[config.mk]
export PLATFORM = sky130hd
export DESIGN_NAME = mae_unit
export DESIGN_NICKNAME = d
export VERILOG_FILES = /design/src/rtl/mae_pkg.sv /design/src/rtl/mae_align_chk.sv /design/src/rtl/mae_flag_bank.sv /design/src/rtl/mae_pc_save.sv /design/src/rtl/mae_unit.sv
export SDC_FILE = /design/constraint.sdc
export NUM_CORES = 1
export LEC_CHECK = 0
export ABC_AREA = 1
export BUFFER_PORTS_ARGS = -buffer_cell sky130_fd_sc_hd__buf_4
export CORE_UTILIZATION = 41
export CTS_CLUSTER_SIZE = 16
export DETAILED_ROUTE_END_ITERATION = 6
export PLACE_DENSITY_LB_ADDON = 0.25
export REMOVE_ABC_BUFFERS = 1
export SYNTH_ARGS = -nofsm -noshare
export SYNTH_HDL_FRONTEND = slang
export SYNTH_SLANG_ARGS = --single-unit
export TNS_END_PERCENT = 5
[constraint.sdc]
create_clock -name clk_i -period 1.15 [get_ports clk_i]
set_input_delay 0.1725 -clock clk_i [delete_from_list [all_inputs] [get_ports clk_i]]
set_output_delay 0.1725 -clock clk_i [all_outputs]
set_load 0.01 [all_outputs]
[src/rtl/mae_pkg.sv]
package mae_pkg;
  // bit 2 stack mode, bit 1 interrupt enable, bit 0 carry
  typedef struct packed {
    logic stk;
    logic ien;
    logic cry;
  } flags_t;

  typedef enum logic [1:0] {
    SEL_HOLD = 2'd0,
    SEL_EXC  = 2'd1,
    SEL_RET  = 2'd2,
    SEL_WR   = 2'd3
  } flag_sel_e;
endpackage

[src/rtl/mae_align_chk.sv]
module mae_align_chk #(
  parameter int LO_W = 2
) (
  input  logic            word_i,
  input  logic            lock_i,
  input  logic [LO_W-1:0] lo_i,
  output logic            fault_o
);
  localparam logic [LO_W-1:0] HW_MASK = LO_W'(1);
  localparam logic [LO_W-1:0] WD_MASK = {LO_W{1'b1}};

  logic [LO_W-1:0] mask;

  // lock/unlock are treated as word accesses
  assign mask    = (word_i || lock_i) ? WD_MASK : HW_MASK;
  assign fault_o = |(lo_i & mask);
endmodule

[src/rtl/mae_flag_bank.sv]
module mae_flag_bank
  import mae_pkg::*;
(
  input  logic      clk_i,
  input  logic      rst_ni,
  input  flag_sel_e sel_i,
  input  flags_t    wr_i,
  output flags_t    cur_o,
  output flags_t    bak_o
);
  flags_t cur_q, bak_q;

  always_ff @(posedge clk_i or negedge rst_ni) begin
    if (!rst_ni) begin
      cur_q <= '0;
      bak_q <= '0;
    end else begin
      unique case (sel_i)
        SEL_EXC: begin
          bak_q <= cur_q;
          cur_q <= '{stk: cur_q.stk, ien: 1'b0, cry: 1'b0};
        end
        SEL_RET:  cur_q <= bak_q;
        SEL_WR:   cur_q <= wr_i;
        default:  ;
      endcase
    end
  end

  assign cur_o = cur_q;
  assign bak_o = bak_q;


  bak_cap_chk: assert property (@(posedge clk_i) disable iff (!rst_ni)
    sel_i == SEL_EXC |=> bak_q == $past(cur_q));

  exc_clr_chk: assert property (@(posedge clk_i) disable iff (!rst_ni)
    sel_i == SEL_EXC |=> (!cur_q.ien && !cur_q.cry && cur_q.stk == $past(cur_q.stk)));

  ret_restore_chk: assert property (@(posedge clk_i) disable iff (!rst_ni)
    sel_i == SEL_RET |=> cur_q == $past(bak_q));
endmodule

[src/rtl/mae_pc_save.sv]
module mae_pc_save #(
  parameter int PC_W    = 32,
  parameter int ALIGN_W = 2
) (
  input  logic            clk_i,
  input  logic            rst_ni,
  input  logic            take_i,
  input  logic [PC_W-1:0] pc_i,
  output logic [PC_W-1:0] bak_pc_o,
  output logic [PC_W-1:0] resume_pc_o
);
  logic [PC_W-1:0] bak_pc_q;

  always_ff @(posedge clk_i or negedge rst_ni) begin
    if (!rst_ni)     bak_pc_q <= '0;
    else if (take_i) bak_pc_q <= pc_i;
  end

  assign bak_pc_o    = bak_pc_q;
  assign resume_pc_o = {bak_pc_q[PC_W-1:ALIGN_W], {ALIGN_W{1'b0}}};


  pc_cap_chk: assert property (@(posedge clk_i) disable iff (!rst_ni)
    take_i |=> bak_pc_q == $past(pc_i));

  pc_hold_chk: assert property (@(posedge clk_i) disable iff (!rst_ni)
    !take_i |=> $stable(bak_pc_q));
endmodule

[src/rtl/mae_unit.sv]
module mae_unit
  import mae_pkg::*;
#(
  parameter int PC_W = 32
) (
  input  logic            clk_i,
  input  logic            rst_ni,
  input  logic            acc_valid_i,
  input  logic            acc_word_i,
  input  logic            acc_lock_i,
  input  logic [1:0]      addr_lo_i,
  input  logic [PC_W-1:0] pc_i,
  input  logic            ext_irq_i,
  input  logic            ret_i,
  input  logic            flags_we_i,
  input  logic [2:0]      flags_i,
  output logic            mem_en_o,
  output logic            exc_o,
  output logic            irq_ack_o,
  output logic [2:0]      flags_o,
  output logic [2:0]      bak_flags_o,
  output logic [PC_W-1:0] bak_pc_o,
  output logic            resume_vld_o,
  output logic [PC_W-1:0] resume_pc_o
);
  localparam int LO_W = 2;

  logic      fault;
  logic      exc_take, ret_take;
  flag_sel_e sel;
  flags_t    cur, bak;

  mae_align_chk #(.LO_W(LO_W)) u_align (
    .word_i  (acc_word_i),
    .lock_i  (acc_lock_i),
    .lo_i    (addr_lo_i),
    .fault_o (fault)
  );

  assign exc_take = acc_valid_i && fault;
  assign ret_take = ret_i && !exc_take;

  // priority: exception, return, flag write
  always_comb begin
    if (exc_take)        sel = SEL_EXC;
    else if (ret_take)   sel = SEL_RET;
    else if (flags_we_i) sel = SEL_WR;
    else                 sel = SEL_HOLD;
  end

  mae_flag_bank u_flags (
    .clk_i  (clk_i),
    .rst_ni (rst_ni),
    .sel_i  (sel),
    .wr_i   (flags_t'(flags_i)),
    .cur_o  (cur),
    .bak_o  (bak)
  );

  mae_pc_save #(.PC_W(PC_W), .ALIGN_W(LO_W)) u_pc (
    .clk_i       (clk_i),
    .rst_ni      (rst_ni),
    .take_i      (exc_take),
    .pc_i        (pc_i),
    .bak_pc_o    (bak_pc_o),
    .resume_pc_o (resume_pc_o)
  );

  assign mem_en_o     = acc_valid_i && !fault;
  assign exc_o        = exc_take;
  assign irq_ack_o    = ext_irq_i && cur.ien && !exc_take;
  assign resume_vld_o = ret_take;
  assign flags_o      = cur;
  assign bak_flags_o  = bak;


  no_mem_on_fault_chk: assert property (@(posedge clk_i) disable iff (!rst_ni)
    exc_o |-> !mem_en_o);

  exc_over_irq_chk: assert property (@(posedge clk_i) disable iff (!rst_ni)
    exc_o |-> !irq_ack_o);

  irq_masked_chk: assert property (@(posedge clk_i) disable iff (!rst_ni)
    !flags_o[1] |-> !irq_ack_o);

  flag_wr_chk: assert property (@(posedge clk_i) disable iff (!rst_ni)
    (flags_we_i && !exc_o && !resume_vld_o) |=> flags_o == $past(flags_i));
endmodule

==> impl_metrics.tcl <==
set metrics [dict create \
    end_kind "primary output" \
    area_growth_pct 45.80 \
    place_ws_ns -0.02104 \
    worstSetupPathType "reg2out" \
    final_cell_mix "buf_4, nand2_1, dfrtp_1, nand3_1" \
    r2r_end "u_flags.cur_o[1]" \
    diodes 0 \
    grt_max_degree 39 \
    synth_top_cells_by_area "dfrtp_1, nand2_1, buf_4" \
    yosysTopAreaCellShare 0.5371 \
    place_inst 345 \
    die-area_mm2 0.004585 \
    startpoint_type "flop" \
    clk_pin_slew_worst_paths_ns 0.07 \
    grt_antenna_before_repair 0 \
    firstDrtPassIters 4 \
    switchingPower_w 0.001039 \
    grt_pass1_vias 1370 \
    final_common_cell "buf_4" \
    cts_sinks 38 \
    synth_cell_types 12 \
    drive_gt1_frac 0.4361 \
    path_max_fanout 3 \
    critPathArrivalTime_ns 0.92 \
    io-pin-count 119 \
    r2r_slack_ns 0.36 \
    synth_cells 212 \
    syn_area_mm2 0.001770 \
    intPower_w 0.002515 \
    overflow 0 \
    fin_skew_ns 0.00005435 \
    period_share 0.9543 \
    finalPower_w 0.003554 \
    yosysTopAreaCell "dfrtp_1" \
    finalNonFillerCells 355 \
    antenna_left 0 \
    reg2reg_from "u_flags.cur_o[1]" \
    met1_length_um 1667 \
    routed_via_density 4.561 \
    placeableCoreArea_mm2 0.004086 \
    ff2ff_path_depth 3 \
    setup_tns_ns 0 \
    max_clock_freq_mhz 911.2 \
    clock_latency_ns 0.28 \
    p_per_area_mw_per_mm2 1377 \
    numPortBuffers 116 \
    cts_made_buffers 5 \
    syn_area_per_cell_um2 8.351 \
    min-delay-start "pc_i[6]" \
    highest-signal-layer "met4" \
    holdPathStages 3 \
    cp-startpoint "u_flags.cur_o[1]" \
    yosys_register_bits 38 \
    hpwl_um 3059 \
    maxCapViolations 0 \
    utilization 0.6317 \
    combPwrFrac 0.302 \
    setup_viol 0 \
    report.final.slew_viol_count 0 \
    wl_per_cell_um 11.39 \
    dieHeight_um 67.71 \
    cts_tree "done" \
    cts.path.max_buffers 2 \
    min_to "u_pc.bak_pc_o[6]" \
    fin_crit_ns 1.097 \
    ir_worst_vdd_uv 715.5 \
    ctsHtreeMaxLevel 2 \
    status "finished clean" \
    drcViolationCount 0 \
    start_util 0.4333 \
    p_seq_frac 0.468 \
    drt_first_iter_violations 68 \
    fill_cells 371 \
    p_sw_frac 0.2923 \
    grt_pass1_wl_um 6037 \
    met3WireLength_um 461 \
    row_count 23 \
    rsz0062_at_grt "false" \
    route.met2.wl_um 1855 \
    drt-total-wl_um 4043 \
    yosysSeqAreaShare 0.5371 \
    crit_required_ns 0.98 \
    nets 350 \
    grt.total_usage 0.1826 \
    timing_hold_violations_final 0 \
    ys_warn_count 0 \
    setup_ws_ns 0.05257 \
    root_buffer "clkbuf_8" \
    multi_input_area_um2 513.0 \
    p_clk_frac 0.230 \
    seq_area_um2 950.9 \
    vias 1619 \
    die_x_um 67.71 \
    finalWeightedCongestion 0.6791 \
    hold_class "in2reg" \
    leakage_nw 1.519 \
]
==> metrics by stage <==
step	cell area, um^2	hold WS [ns]
2_1_floorplan	1475	-0.1231
3_3_place_gp	2466	0.1630
3_5_place_dp	2466	0.1645
4_1_cts	2560	0.06518
5_1_grt	2581	0.07231
6_report	2581	0.07932
==> per-layer routing <==
metal / vias up / global-route usage
met5: - / 0
met4: 0 / 0.07181
met1: 736 / 0.2253
li1: 787 / -
met2: 90 / 0.2896
met3: 6 / 0.06419
==> worst max-delay path: stages (launching register included) <==
cell and delay (ns):
dfrtp_1 0.37, nand2_1 0.06, nor2_1 0.09, buf_4 0.13
==> cells in the mapped netlist (all sizes together) <==
cell,n
nor2,5
buf,40
o21ai,1
dfrtp,38
inv,6
nand3,11
nand2,110
conb,1
==> worst max path at each step <==
| stage | cells after the start | end |
|---|---|---|
| after floorplan | 5 | irq_ack_o |
| after global placement | 7 | resume_vld_o |
| after detailed placement | 8 | u_flags.bak_o[2] |
| after CTS | 7 | resume_vld_o |
| after global routing | 3 | irq_ack_o |
| final | 3 | irq_ack_o |
==> power groups by stage <==
stage | Sequential (W) | Clock, W | Combinational [W]
after floorplan | 0.00182 | 0 | 0.000206
after global placement | 0.00168 | 0 | 0.00105
after detailed placement | 0.00168 | 0 | 0.00108
after CTS | 0.00166 | 0.000860 | 0.00108
after global routing | 0.00168 | 0.000912 | 0.00118
final | 0.00166 | 0.000818 | 0.00107
==> cell families (layout without fill, tap and decap cells) <==
kind of cell | after synthesis | count (layout) | share of synthesized area
buffers and inverters | 46 | 138 | 0.1816
other | 1 | 2 | 0.002118
AND/OR/NAND/NOR | 126 | 126 | 0.2763
AO/OA/AOI/OAI | 1 | 1 | 0.002824
flip-flops | 38 | 38 | 0.5371
==> area by class of cell <==
cell class | count | share of cell area
clock buffer | 7 | 0.02957
multi-input combinational | 129 | 0.1987
sequential | 38 | 0.3684
timing repair buffer | 125 | 0.3694
inverter | 6 | 0.009695
tap | 50 | 0.02424
==> state kept, by name (all words and copies together) (netlist names) <==
signal	count
u_flags.bak_o	3
u_pc.bak_pc_o	32
u_flags.cur_o	3
==> timing repair <==
| item | 4_1_cts | 5_1_grt |
|---|---|---|
| hold buffers | 1 | 0 |
| setup buffers | 1 | 1 |
| cloned | 0 | 0 |
| pin swaps | 0 | 3 |
| hold endpoints to repair | 38 | 0 |
| resized for setup | 0 | 4 |
| setup endpoints to repair | 1 | 3 |
(Power assumes the default switching activity.)
